## config.mk

```make
export PLATFORM = sky130hd
export DESIGN_NAME = ctx_guard_top
export DESIGN_NICKNAME = d
export VERILOG_FILES = /design/src/rtl/ctx_guard_pkg.sv /design/src/rtl/ctx_wr_check.sv /design/src/rtl/ctx_req_check.sv /design/src/rtl/ctx_err_status.sv /design/src/rtl/ctx_guard_top.sv
export SDC_FILE = /design/constraint.sdc
export NUM_CORES = 1
export LEC_CHECK = 0
export ABC_AREA = 1
export BUFFER_PORTS_ARGS = -buffer_cell sky130_fd_sc_hd__buf_4
export CAP_MARGIN = 15
export CELL_PAD_IN_SITES_DETAIL_PLACEMENT = 1
export CELL_PAD_IN_SITES_GLOBAL_PLACEMENT = 1
export CORE_MARGIN = 4
export CORE_UTILIZATION = 31
export CTS_CLUSTER_DIAMETER = 200
export DETAILED_ROUTE_END_ITERATION = 6
export PLACE_DENSITY_LB_ADDON = 0.05
export SETUP_SLACK_MARGIN = 0.5
export SLEW_MARGIN = 10
export SYNTH_ARGS = -nofsm -noshare
export SYNTH_HDL_FRONTEND = slang
export SYNTH_SLANG_ARGS = --single-unit
export TNS_END_PERCENT = 30
```

## constraint.sdc

```tcl
create_clock -name clk -period 2.5 [get_ports clk]
set_input_delay 0.125 -clock clk [delete_from_list [all_inputs] [get_ports clk]]
set_output_delay 0.125 -clock clk [all_outputs]
set_load 0.02 [all_outputs]
```

## src/rtl/ctx_guard_pkg.sv

```systemverilog
package ctx_guard_pkg;
    parameter int ADDR_W    = 12;
    parameter int PC_W      = 16;
    parameter int PRIO_W    = 8;
    parameter int CTX_WORDS = 8;
    parameter int BASE_AREA = 32;

    typedef enum logic [1:0] {
        KIND_NONE  = 2'b00,
        KIND_WRITE = 2'b01,
        KIND_LOAD  = 2'b10
    } err_kind_e;

    typedef struct packed {
        logic              valid;
        logic              ovf;
        err_kind_e         kind;
        logic [PC_W-1:0]   pc;
        logic [PRIO_W-1:0] chan;
    } err_word_t;

    function automatic int unsigned region_words(input logic [1:0] sel);
        return BASE_AREA << sel;
    endfunction
endpackage

```

## src/rtl/ctx_wr_check.sv

```systemverilog
module ctx_wr_check
    import ctx_guard_pkg::*;
(
    input  logic              part_en,
    input  logic [1:0]        area_sel,
    input  logic              wr_req,
    input  logic [ADDR_W-1:0] wr_addr,
    output logic              wr_viol,
    output logic              we_gated
);
    logic in_region;

    always_comb begin
        in_region = 32'(wr_addr) < region_words(area_sel);
        wr_viol   = part_en && wr_req && in_region;
        we_gated  = wr_req && !wr_viol;
    end

    always_comb begin
        if (wr_viol) AST_WE_SUPPRESSED: assert (!we_gated);
    end
endmodule

```

## src/rtl/ctx_req_check.sv

```systemverilog
module ctx_req_check
    import ctx_guard_pkg::*;
(
    input  logic              part_en,
    input  logic [1:0]        area_sel,
    input  logic [PRIO_W-1:0] req_prio,
    output logic              req_viol
);
    logic        has_req;
    logic [31:0] slot_end;

    always_comb begin
        has_req  = req_prio != '0;
        slot_end = (32'(req_prio) + 32'd1) * 32'(CTX_WORDS);
        req_viol = part_en && has_req && (slot_end > region_words(area_sel));
    end

    always_comb begin
        if (req_prio == '0) AST_PRIO0_QUIET: assert (!req_viol);
    end
endmodule

```

## src/rtl/ctx_err_status.sv

```systemverilog
module ctx_err_status
    import ctx_guard_pkg::*;
(
    input  logic              clk,
    input  logic              rst,
    input  logic              wr_viol,
    input  logic              req_viol,
    input  logic              err_clr,
    input  logic [PC_W-1:0]   instr_addr,
    input  logic [PRIO_W-1:0] run_chan,
    output err_word_t         status
);
    logic      any_err;
    logic      fresh;
    err_word_t next_word;

    always_comb begin
        any_err   = wr_viol || req_viol;
        fresh     = err_clr || !status.valid;
        next_word = status;
        if (fresh) begin
            next_word = '0;
            if (any_err) begin
                next_word.valid = 1'b1;
                next_word.kind  = wr_viol ? KIND_WRITE : KIND_LOAD;
                next_word.pc    = instr_addr;
                next_word.chan  = run_chan;
            end
        end else if (any_err) begin
            next_word.ovf = 1'b1;
        end
    end

    always_ff @(posedge clk) begin
        if (rst) status <= '0;
        else     status <= next_word;
    end

    AST_CAPTURE_FIRST: assert property (@(posedge clk) disable iff (rst)
        (wr_viol || req_viol) && (err_clr || !status.valid) |=> status.valid && !status.ovf);
    AST_HOLD_STICKY: assert property (@(posedge clk) disable iff (rst)
        status.valid && !err_clr |=> status.valid && $stable(status.kind) && $stable(status.pc));
    AST_NO_OVERFLOW_LOSS: assert property (@(posedge clk) disable iff (rst)
        status.valid && !err_clr && (wr_viol || req_viol) |=> status.ovf);
    AST_WRITE_FIRST: assert property (@(posedge clk) disable iff (rst)
        wr_viol && req_viol && (err_clr || !status.valid) |=> status.kind == KIND_WRITE);
endmodule

```

## src/rtl/ctx_guard_top.sv

```systemverilog
module ctx_guard_top
    import ctx_guard_pkg::*;
(
    input  logic              clk,
    input  logic              rst,
    input  logic              part_en,
    input  logic [1:0]        area_sel,
    input  logic              wr_req,
    input  logic [ADDR_W-1:0] wr_addr,
    input  logic [PC_W-1:0]   instr_addr,
    input  logic [PRIO_W-1:0] run_chan,
    input  logic [PRIO_W-1:0] req_prio,
    input  logic              err_clr,
    output logic              ram_we,
    output logic              abort,
    output logic              err_valid,
    output logic              err_ovf,
    output logic [1:0]        err_kind,
    output logic [PC_W-1:0]   err_pc,
    output logic [PRIO_W-1:0] err_chan
);
    logic      wr_viol;
    logic      req_viol;
    err_word_t status;

    ctx_wr_check u_wr (
        .part_en (part_en),
        .area_sel(area_sel),
        .wr_req  (wr_req),
        .wr_addr (wr_addr),
        .wr_viol (wr_viol),
        .we_gated(ram_we)
    );

    ctx_req_check u_req (
        .part_en (part_en),
        .area_sel(area_sel),
        .req_prio(req_prio),
        .req_viol(req_viol)
    );

    ctx_err_status u_stat (
        .clk       (clk),
        .rst       (rst),
        .wr_viol   (wr_viol),
        .req_viol  (req_viol),
        .err_clr   (err_clr),
        .instr_addr(instr_addr),
        .run_chan  (run_chan),
        .status    (status)
    );

    always_comb begin
        abort     = wr_viol || req_viol;
        err_valid = status.valid;
        err_ovf   = status.ovf;
        err_kind  = status.kind;
        err_pc    = status.pc;
        err_chan  = status.chan;
    end

    always_comb begin
        if (!part_en) AST_OFF_NO_ABORT: assert (!abort && (ram_we == wr_req));
    end

    AST_CLEAR_EMPTIES: assert property (@(posedge clk) disable iff (rst)
        err_clr && !abort |=> !err_valid && !err_ovf && err_kind == 2'b00);
endmodule

```

==> key figures, run 1 <==
Route
  • Via Count: 1764
  • Drt initial violations: approximately 40
  • Drt total wl: 4.87 mm
  • Wire per inst: 12.1 um
  • DRT Pass-1 Iters: 2
  • # DRC: 0
  • Vias per cell: 4.37
  • Detail Route Antenna Nets: 0

Layout
  • Most flop-heavy register: u_stat.status
  • Fin nets: slightly below 400
  • Area of the multi-input gates: 0.00101 mm2
  • Largest registers: u_stat.status: 28 flops
  • Commonest cells after routing, fill and taps aside: buf_4, nand2_1, inv_1
  • Final Non-Filler Cells: 404
  • Design area: 0.00260 mm2
  • Storage element area: 561 um2
  • Layout area overhead: 50.7%
  • Layout cell share with drive strength beyond 1: 0.380
  • # fillers: 690
  • Ant diodes: 0
  • Max FFs per register: 28
  • Most common cell after layout, fill and taps aside: buf_4

Worst setup path
  • Reg2Reg Depth: 7
  • RR Startpoint: u_stat.status[27]
  • Slowest library cell on the worst path: ha_4
  • Crit end category: output port
  • Worst path required time: 2.38 ns
  • Critical path startpoint category: primary input
  • Max stage delay on crit path: 0.27 ns
  • Worst Path Arrival: 1.78 ns
  • Critical path class: in2out
  • FF-to-FF End: u_stat.status[12]
  • R2R setup slack: 1.02 ns
  • CP max FO: 4
  • Critical Path, Cell by Cell: buf_8, ha_4, nand2_4, nor2_4, xnor2_1, inv_1, ha_4, nand2_2, inv_2, nand3_2, nand2_1, inv_1, nand2_1, nand2_2, o21ai_4, nand2_4, buf_6

Synth
  • Synth area leaders: dfxtp_1, nand2_1, nand3_2
  • Post-synthesis sequential area ratio: 0.325
  • Post-Syn Instances: 252
  • Mapped Nets: 313
  • Post-Syn Area: 0.00173 mm2
  • YS warnings: 0
  • Syn_area_per_cell: 6.85 um2
  • Synth cell types: 28
  • Post-synthesis register bit count: 28
  • Synth top area share: 0.325
  • Post-synth top area cell: dfxtp_1

Global routing
  • Tot GR Track Use: 0.145
  • Global route overflow: 0
  • Vias in the first global route: 1703
  • First-pass GRT wire length: 7.69 mm
  • Largest net degree at the start of global routing: 28
  • Initial antenna violation count: 0

Timing
  • Final clock skew: 0.00552 ns
  • Final period util: 0.764
  • Worst slew margin: 0.669
  • Final setup fails: 0
  • Final min period: 1.91 ns
  • Setup_tns: 0 ns
  • RSZ-0062 raised after global routing: true
  • Hold Slack: 0.155 ns
  • Slew @ Worst Pin: between 0.4 and 0.5 ns
  • Max Clk Rate: 0.524 GHz
  • Hold violation count in the final report: 0
  • Fin. max-slew vios: 0

Placed design
  • Port bufs: 75
  • Placed insts: between 300 and 400
  • Hpwl dp: 3.66 mm
  • Routability cong.: 0.739
  • Cell area after placement: 0.00236 mm2

Floorplanning
  • Rows: 26
  • Initial Util: 0.329
  • # IOs: 81
  • Core area: 0.00524 mm2
  • Die Height: about 83 um
  • Die W: around 83 um
  • Die area: 0.00682 mm2

Flow run
  • Max-cap violation count: 0

Clock tree
  • Clk root buf: clkbuf_8
  • CTS Buffer Depth: 2
  • Clk_lat worst skew: approximately 0.28 ns
  • CTS buffer count: 3
  • CTS tree: built
  • Clk slew on worst S/H paths: 0.10 ns
  • # clock sinks: 28
  • H-tree depth: 1

Power
  • Power per Cell Area: 458 mW/mm2
  • Maximum VDD drop: 0.263 mV
  • Lkg Pwr: roughly 1.4 nW
  • Total Power: 0.00119 W

Worst hold path
  • Hold_sp: instr_addr[6]
  • Hold WC Path Type: in2reg
  • Hold EP: u_stat.status[14]
  • Min-Delay Path Depth: 5

Run status
  • Status: complete, no violations
[cell families (layout without fill, tap and decap cells)]
family,count (synthesis),after routing,synth area share
compound gates,7,7,0.0319
xor+xnor,3,3,0.0152
fa+ha+maj,10,10,0.0725
buf+inv,52,134,0.124
flops,28,28,0.325
simple gates,152,152,0.431
[worst max-delay path, delay by kind of cell]
| family | cells | cell delay (ns) |
|---|---|---|
| and+or+nand+nor | 8 | 0.50 |
| adders and majority gates | 2 | 0.43 |
| buffers and inverters | 5 | 0.42 |
| AOI/OAI and AO/OA | 1 | 0.15 |
| xor gates and xnor gates | 1 | 0.14 |
[synthesized netlist by cell type]
master,n
inv_1,42
o21ai_4,1
nor2_1,34
a21oi_1,1
nand4_1,1
ha_1,10
o21ai_0,2
xnor2_1,2
nand3_1,10
a21boi_0,1
buf_2,3
o21a_1,1
nor3_1,1
clkbuf_1,4
nand3b_1,2
inv_2,1
dfxtp_1,28
xor2_1,1
nor2_4,1
nor2_2,1
a41oi_1,1
nand2_2,1
or2_0,1
nand2_1,78
nor4_1,1
nand3_2,20
buf_6,2
nand2_4,1
[worst max path at each step]
stage,slack (ns),start,depth (start not counted),endpoint
2_1_floorplan,0.57,req_prio[0],18,u_stat.status[0]
3_3_place_gp,0.18,req_prio[0],19,u_stat.status[6]
3_5_place_dp,0.16,req_prio[0],19,u_stat.status[2]
4_1_cts,0.51,req_prio[0],17,abort
5_1_grt,0.42,req_prio[1],17,abort
6_report,0.59,req_prio[1],17,abort
[area by class of cell]
class | count | share of cell area
Multi-Input combinational cell | 172 | 0.387
Timing Repair Buffer | 87 | 0.274
Sequential cell | 28 | 0.216
Inverter | 43 | 0.0621
Tap cell | 70 | 0.0337
Clock buffer | 3 | 0.0159
Clock inverter | 1 | 0.0115
[power by group]
part	internal [W]	switching (W)
combinational	0.000164	0.000181
sequential	0.000471	0.0000128
clock	0.000215	0.000147
total	0.000850	0.000341
[through the flow]
stage	util	worst slack, ns
2_1_floorplan	-	0.567
3_5_place_dp	0.450	0.160
3_3_place_gp	0.450	0.179
5_1_grt	0.496	0.417
4_1_cts	0.476	0.509
6_report	0.496	0.591
[layer usage]
layer / global-route usage / wire length, um / vias up
met2: 0.249 / 2400 / 40
met1: 0.182 / 2130 / 797
met5: 0 / 0 / -
met3: 0.0325 / 293 / 4
met4: 0.0425 / 49 / 0
li1: - / - / 923
[what timing repair did]
item                       CTS  global route
setup buffers                5             2
setup endpoints to repair   14            24
gates resized for setup      8            15
hold buffers                 0             0
pin swaps                    3            10
cloned                       0             1
No activity file was read; power rests on OpenSTA's default activity.
==> run 2: changes to the inputs <==
CORE_UTILIZATION = 28   (was 31)
clock period = 1.7 ns   (was 2.5 ns; I/O delays follow)
==> run 2 against run 1 <==
  * The flow now finishes with violations (setup timing)
  * Clock power rose by 46%
  * Clock skew rose by 0.0018 ns
  * Cell area rose by 6.1%
  * Sequential share of layout area fell by 1.2 points
  * Final cell count rose by 4.5%
  * Via count rose by 4.3%
  * Flip-flop and latch count did not move
  * Combinational power rose by 59%
  * Power rose by 50%
  * Count of clock-buffer cells in the layout did not move
  * Critical endpoint unchanged
  * Largest power group unchanged
  * Highest routed layer unchanged
==> key figures, run 2 (synthesis gave the netlist of run 1 again) <==
Worst setup path
  • Crit path buf inv count: 6 (+1)
  • Reg2Reg Depth: 7 (unchanged)
  • Worst Path Arrival: 1.85 ns (+0.07 ns)
  • FF-to-FF End: u_stat.status[1]
  • Slowest library cell on the worst path: ha_4
  • CP max FO: 4 (unchanged)
  • Max stage delay on crit path: 0.27 ns (about the same)
  • R2R setup slack: 0.51 ns (-0.51 ns)
  • Worst path required time: 1.62 ns (-0.76 ns)
  • Critical path class: in2out
  • RR Startpoint: u_stat.status[27]
  • Critical path startpoint category: primary input
  • CP delay by family, top: buffers and inverters
  • Critical Path Start: req_prio[0]
  • Crit end category: output port
  • Crit path to: abort
  • Worst path depth: 18 (+1)
  • Worst path most repeated cell: nand2_2
  • Critical Path, Cell by Cell: buf_6, ha_4, nand2_4, nor2_4, xnor2_1, inv_1, ha_4, nand2_2, inv_2, nand3_2, nand2_2, inv_2, nand2_2, nand2_2, o21ai_4, nand2_4, buf_12, buf_8

Layout
  • Ant diodes: 0 (unchanged)
  • Util after Layout: 0.463 (-0.0332)
  • Most common cell after layout, fill and taps aside: buf_4
  • Largest registers: u_stat.status: 28 flops
  • Most flop-heavy register: u_stat.status
  • Layout area overhead: 59.9%
  • Commonest cells after routing, fill and taps aside: buf_4, nand2_1, inv_1
  • Layout cell share with drive strength beyond 1: 0.441 (+0.0607)
  • Fin nets: 409 (+3.3%)
  • Max FFs per register: 28 (unchanged)

Global routing
  • First-pass GRT wire length: 8.18 mm (+6.4%)
  • Global route overflow: 0 (unchanged)
  • Tot GR Track Use: 0.136 (-0.00956)
  • Vias in the first global route: 1819 (+6.8%)
  • Initial antenna violation count: 0 (unchanged)
  • Largest net degree at the start of global routing: 28 (unchanged)

Placed design
  • Hpwl dp: 3.84 mm (+4.9%)
  • Port bufs: 75 (unchanged)
  • Routability cong.: 0.783 (+5.9%)
  • Place WS: -0.403 ns (-0.563 ns)

Clock tree
  • CTS tree: built
  • Clk_lat worst skew: 0.28 ns (about the same)
  • CTS buffer count: 3 (unchanged)
  • Clk slew on worst S/H paths: 0.10 ns (about the same)
  • Clk root buf: clkbuf_8
  • # clock sinks: 28 (unchanged)
  • H-tree depth: 1 (unchanged)
  • CTS Buffer Depth: 2 (unchanged)
  • Cts-stage hold buffer count: 0 (unchanged)

Floorplanning
  • Die W: 86.5 um (+4.7%)
  • Rows: 28 (+7.7%)
  • Die area: 0.00748 mm2 (+9.7%)
  • Initial Util: 0.290 (-0.0397)
  • # IOs: 81 (unchanged)
  • Die Height: 86.5 um (+4.7%)
  • Core area: 0.00596 mm2 (+14%)

Run status
  • Status: complete, but fails checks
  • Failing checks: setup timing

Timing
  • Setup WS post-layout: -0.238 ns (-0.828 ns)
  • Setup_tns: -3.10 ns (-3.10 ns)
  • RSZ-0062 raised after global routing: true
  • Final min period: 1.94 ns
  • Final period util: 1.14
  • Max Clk Rate: 0.516 GHz
  • Worst slew margin: 0.728 (+0.0595)
  • Final clock skew: 0.00736 ns (+0.00184 ns)
  • Slew @ Worst Pin: 0.403 ns (-0.0940 ns)
  • Fin. max-slew vios: 0 (unchanged)
  • Final setup fails: 28 (+28)
  • Hold violation count in the final report: 0 (unchanged)

Route
  • # DRC: 0 (unchanged)
  • Via Count: 1839 (+4.3%)
  • Drt total wl: 4.91 mm (+0.82%)
  • DRT Pass-1 Iters: 3 (+1)
  • Detail Route Antenna Nets: 0 (unchanged)
  • Vias per cell: 4.36 (-0.20%)
  • Drt initial violations: 33 (-20%)
  • Wire per inst: 11.6 um (-3.5%)

Worst hold path
  • Hold WC Path Type: in2reg
  • Hold_sp: instr_addr[1]

Power
  • Maximum VDD drop: 0.353 mV (+34%)
  • Lkg Pwr: 1.50 nW (+4.6%)
  • Power per Cell Area: 648 mW/mm2 (+42%)

Flow run
  • Max-cap violation count: 0 (unchanged)
run 2: changes by cell type in the layout (fill, tap and decap cells not counted), moves of 2 or more:
| cell | before | now |
|---|---|---|
| inv_1 | 41 | 37 |
| inv_2 | 2 | 5 |
| nand3_2 | 21 | 23 |
| nand2_1 | 75 | 70 |
| buf_4 | 80 | 92 |
| nand3_1 | 9 | 7 |
| nand2_2 | 3 | 8 |
run 2: metal layers:
metal	global-route usage	up-vias	part of all wire
met5	0	-	0
met4	0.0482	0	0.018
met3	0.0162	8	0.048
met2	0.240	42	0.51
met1	0.169	834	0.43
li1	-	955	-
run 2: power by group:
part	internal [W]	leakage [nW]	total (W)	switching, W
Combinational	0.000270	1.24	0.000548	0.000277
Sequential	0.000692	0.229	0.000712	0.0000200
Clock	0.000316	0.0357	0.000529	0.000214
run 2: worst min-delay path by stage:
stage               cells after the start  slack [ns]                 to
floorplan                               4        0.29  u_stat.status[10]
global placement                        5        0.41  u_stat.status[13]
detailed placement                      5        0.42  u_stat.status[12]
CTS                                     5        0.11   u_stat.status[9]
global route                            5        0.11  u_stat.status[17]
finish                                  5        0.11   u_stat.status[9]
run 2: stage by stage:
stage / hold slack, ns / cell area, um2 / power, W / std cells
2_1_floorplan: 0.291 / 1750 / 0.000986 / 252
3_3_place_gp: 0.415 / 2520 / 0.00121 / 412
3_5_place_dp: 0.419 / 2520 / 0.00122 / 412
4_1_cts: 0.105 / 2730 / 0.00181 / 421
5_1_grt: 0.114 / 2760 / 0.00191 / 422
6_report: 0.115 / 2760 / 0.00179 / 422
run 2: layout make-up:
class / count / area, um2
inverters: 43 / 164
flip-flops and latches: 28 / 561
repair buffers: 100 / 822
fillers: 769 / 3200
clock buffers: 3 / 41.3
well taps: 75 / 93.8
clock inverters: 1 / 30.0
multi-input cells: 172 / 1050
run 2: worst reg2reg max path: stages (launching register included):
cell	delay, ns
dfxtp_1	0.35
inv_1	0.04
nor2_1	0.11
inv_2	0.12
nor2_2	0.12
buf_4	0.24
nand2_1	0.09
nand2_1	0.07
run 2: timing repair:
action | CTS | global route
setup buffers | 4 | 1
endpoints found under the setup margin | 30 | 30
pin swaps | 15 | 14
gates cloned | 1 | 0
gates resized for setup | 20 | 10
==> run 3: changes to the inputs <==
CELL_PAD_IN_SITES_DETAIL_PLACEMENT = 2   (was 1)
CELL_PAD_IN_SITES_GLOBAL_PLACEMENT = 2   (was 1)
CORE_UTILIZATION = 21   (was 28)
==> run 3 against run 2 <==
  * Power increased by 2.9%
  * Critical path type unchanged
  * The flow still finishes with violations (setup timing)
  * Cell area increased by 5.5%
  * Via count increased by 3.5%
  * Fmax increased by 6.4%
  * Clock skew increased by 0.00095 ns
==> key figures, run 3 (synthesis gave the netlist of run 1 again) <==
Worst setup path
  • Slowest library cell on the worst path: ha_4
  • RR Startpoint: u_stat.status[27]
  • Worst Path Arrival: 1.74 ns (-0.11 ns)
  • Critical Path, Cell by Cell: buf_8, ha_4, nand2_4, nor2_2, xnor2_1, inv_1, ha_4, nand2_2, inv_2, nand3_2, nand2_1, inv_1, nand2_1, nand2_2, o21ai_4, nand2_4, buf_6
  • Critical path class: in2out
  • Critical Path Start: req_prio[1]
  • CP delay by family, top: simple AND/OR/NAND/NOR gates
  • Max stage delay on crit path: 0.28 ns (about the same)
  • Crit path buf inv count: 5 (-1)
  • CP max FO: 4 (unchanged)
  • Worst path required time: 1.62 ns (about the same)
  • Critical path startpoint category: primary input
  • Crit end category: output port

Power
  • Clock power frac: 0.291 (-0.005)
  • Lkg Pwr: 1.55 nW (+3.3%)
  • Flop pwr share: 0.387 (-0.011)
  • Comb pwr share: 0.323 (+0.017)
  • Power per Cell Area: 633 mW/mm2 (-2.4%)
  • Cell Int Power: 0.00130 W (+1.7%)
  • P_sw: 0.000542 W (+6.1%)
  • Maximum VDD drop: 0.312 mV (-11%)
  • Sw Ratio: 0.294 (+0.00874)

Global routing
  • Global route overflow: 0 (unchanged)
  • Initial antenna violation count: 0 (unchanged)
  • Vias in the first global route: 2045 (+12%)
  • Largest net degree at the start of global routing: 28 (unchanged)
  • First-pass GRT wire length: 9.85 mm (+20%)
  • Tot GR Track Use: 0.124 (-0.0122)

Floorplanning
  • Core area: 0.00785 mm2 (+32%)
  • Die Height: 98.6 um (+14%)
  • Die W: 98.6 um (+14%)
  • Rows: 32 (+14%)
  • Initial Util: 0.220 (-0.0698)
  • # IOs: 81 (unchanged)
  • Die area: 0.00973 mm2 (+30%)

Route
  • Via Count: 1904 (+3.5%)
  • # DRC: 0 (unchanged)
  • Vias per cell: 4.19 (-3.8%)
  • Wire per inst: 13.0 um (+12%)
  • Drt total wl: 5.91 mm (+20%)
  • DRT Pass-1 Iters: 4 (+1)
  • Detail Route Antenna Nets: 0 (unchanged)
  • Drt initial violations: 26 (-21%)

Clock tree
  • H-tree depth: 1 (unchanged)
  • Clk root buf: clkbuf_8
  • # clock sinks: 28 (unchanged)
  • Cts-stage hold buffer count: 0 (unchanged)
  • Clk_lat worst skew: 0.28 ns (about the same)
  • Clk slew on worst S/H paths: 0.10 ns (about the same)
  • CTS buffer count: 3 (unchanged)
  • CTS tree: built
  • CTS Buffer Depth: 2 (unchanged)

Layout
  • Largest registers: u_stat.status: 28 flops
  • # fillers: 967 (+26%)
  • Design area: 0.00291 mm2 (+5.5%)
  • Ant diodes: 0 (unchanged)
  • Max FFs per register: 28 (unchanged)
  • Layout cell share with drive strength beyond 1: 0.472 (+0.0307)
  • Fin nets: 414 (+1.2%)
  • Layout area overhead: 68.7%
  • Most common cell after layout, fill and taps aside: buf_4
  • Most flop-heavy register: u_stat.status
  • Commonest cells after routing, fill and taps aside: buf_4, nand2_1, inv_1

Timing
  • Final setup fails: 26 (-7.1%)
  • Max Clk Rate: 0.549 GHz (+6.4%)
  • Worst slew margin: 0.733 (+0.00505)
  • Slew @ Worst Pin: 0.397 ns (-0.00557 ns)
  • Final clock skew: 0.00831 ns (+0.000950 ns)
  • Hold violation count in the final report: 0 (unchanged)
  • Setup WS post-layout: -0.122 ns (+0.116 ns)
  • Final period util: 1.07 (-0.0681)
  • RSZ-0062 raised after global routing: true
  • Fin. max-slew vios: 0 (unchanged)
  • Final min period: 1.82 ns (-0.116 ns)

Worst hold path
  • Hold_sp: run_chan[4]
  • Hold WC Path Type: in2reg

Run status
  • Failing checks: setup timing
  • Status: complete, but fails checks

Placed design
  • Routability cong.: 0.809 (+3.3%)
  • Port bufs: 75 (unchanged)
  • Cell area after placement: 0.00258 mm2 (+2.5%)
  • Hpwl dp: 4.63 mm (+21%)
  • Place WS: -0.428 ns (-0.0255 ns)

Flow run
  • Max-cap violation count: 0 (unchanged)
==> run 3: worst reg2reg max path, delay by kind of cell (launching register included) <==
family | cells | cell delay, ns
buf+inv | 3 | 0.43
flops | 1 | 0.36
simple gates | 4 | 0.42
==> run 3: final cells by class <==
type	instances	area (um2)	area share
clock buffers	3	41.3	0.0142
inverters	43	166	0.0572
clock inverters	1	30.0	0.0103
well taps	102	128	0.0439
flip-flops and latches	28	561	0.193
multi-input cells	172	1100	0.377
repair buffers	105	886	0.304
==> run 3: repair_timing <==
| item | 4_1_cts | 5_1_grt |
|---|---|---|
| cloned | 1 | 1 |
| resized for setup | 28 | 13 |
| endpoints found under the setup margin | 30 | 30 |
| setup buffers | 3 | 2 |
| pin swaps | 21 | 10 |
==> run 3: path summary, 6_finish.rpt <==
path,end,slack (ns),depth (start not counted)
worst max register to register,u_stat.status[10],0.45,7
worst min-delay path,u_stat.status[4],0.12,5
worst min register to register,u_stat.status[12],0.46,2
worst max-delay path,abort,-0.12,17
==> run 3: power by group through the flow <==
stage	Sequential (W)	Combinational [W]	Clock [W]
finish	0.000712	0.000594	0.000535
global placement	0.000727	0.000504	0
CTS	0.000713	0.000576	0.000569
global route	0.000717	0.000659	0.000590
detailed placement	0.000727	0.000516	0
floorplan	0.000768	0.000217	0
==> run 3: routing by layer <==
layer  part of all wire  GRT usage  vias to the layer above
met1               0.43      0.151                      892
met2               0.51      0.229                       45
li1                   -          -                      963
met3              0.044     0.0234                        4
met4             0.0075     0.0189                        0
met5                  0          0                        -
==> run 3: per-stage QoR <==
step / power [W] / utilization / TNS [ns] / instances / hold slack, ns
after floorplan: 0.000986 / - / -2.74 / 252 / 0.291
after global routing: 0.00197 / 0.371 / -7.17 / 454 / 0.122
final: 0.00184 / 0.371 / -2.56 / 454 / 0.116
after detailed placement: 0.00124 / 0.329 / -11.25 / 443 / 0.421
after CTS: 0.00186 / 0.360 / -1.95 / 451 / 0.105
after global placement: 0.00123 / 0.329 / -9.04 / 443 / 0.416
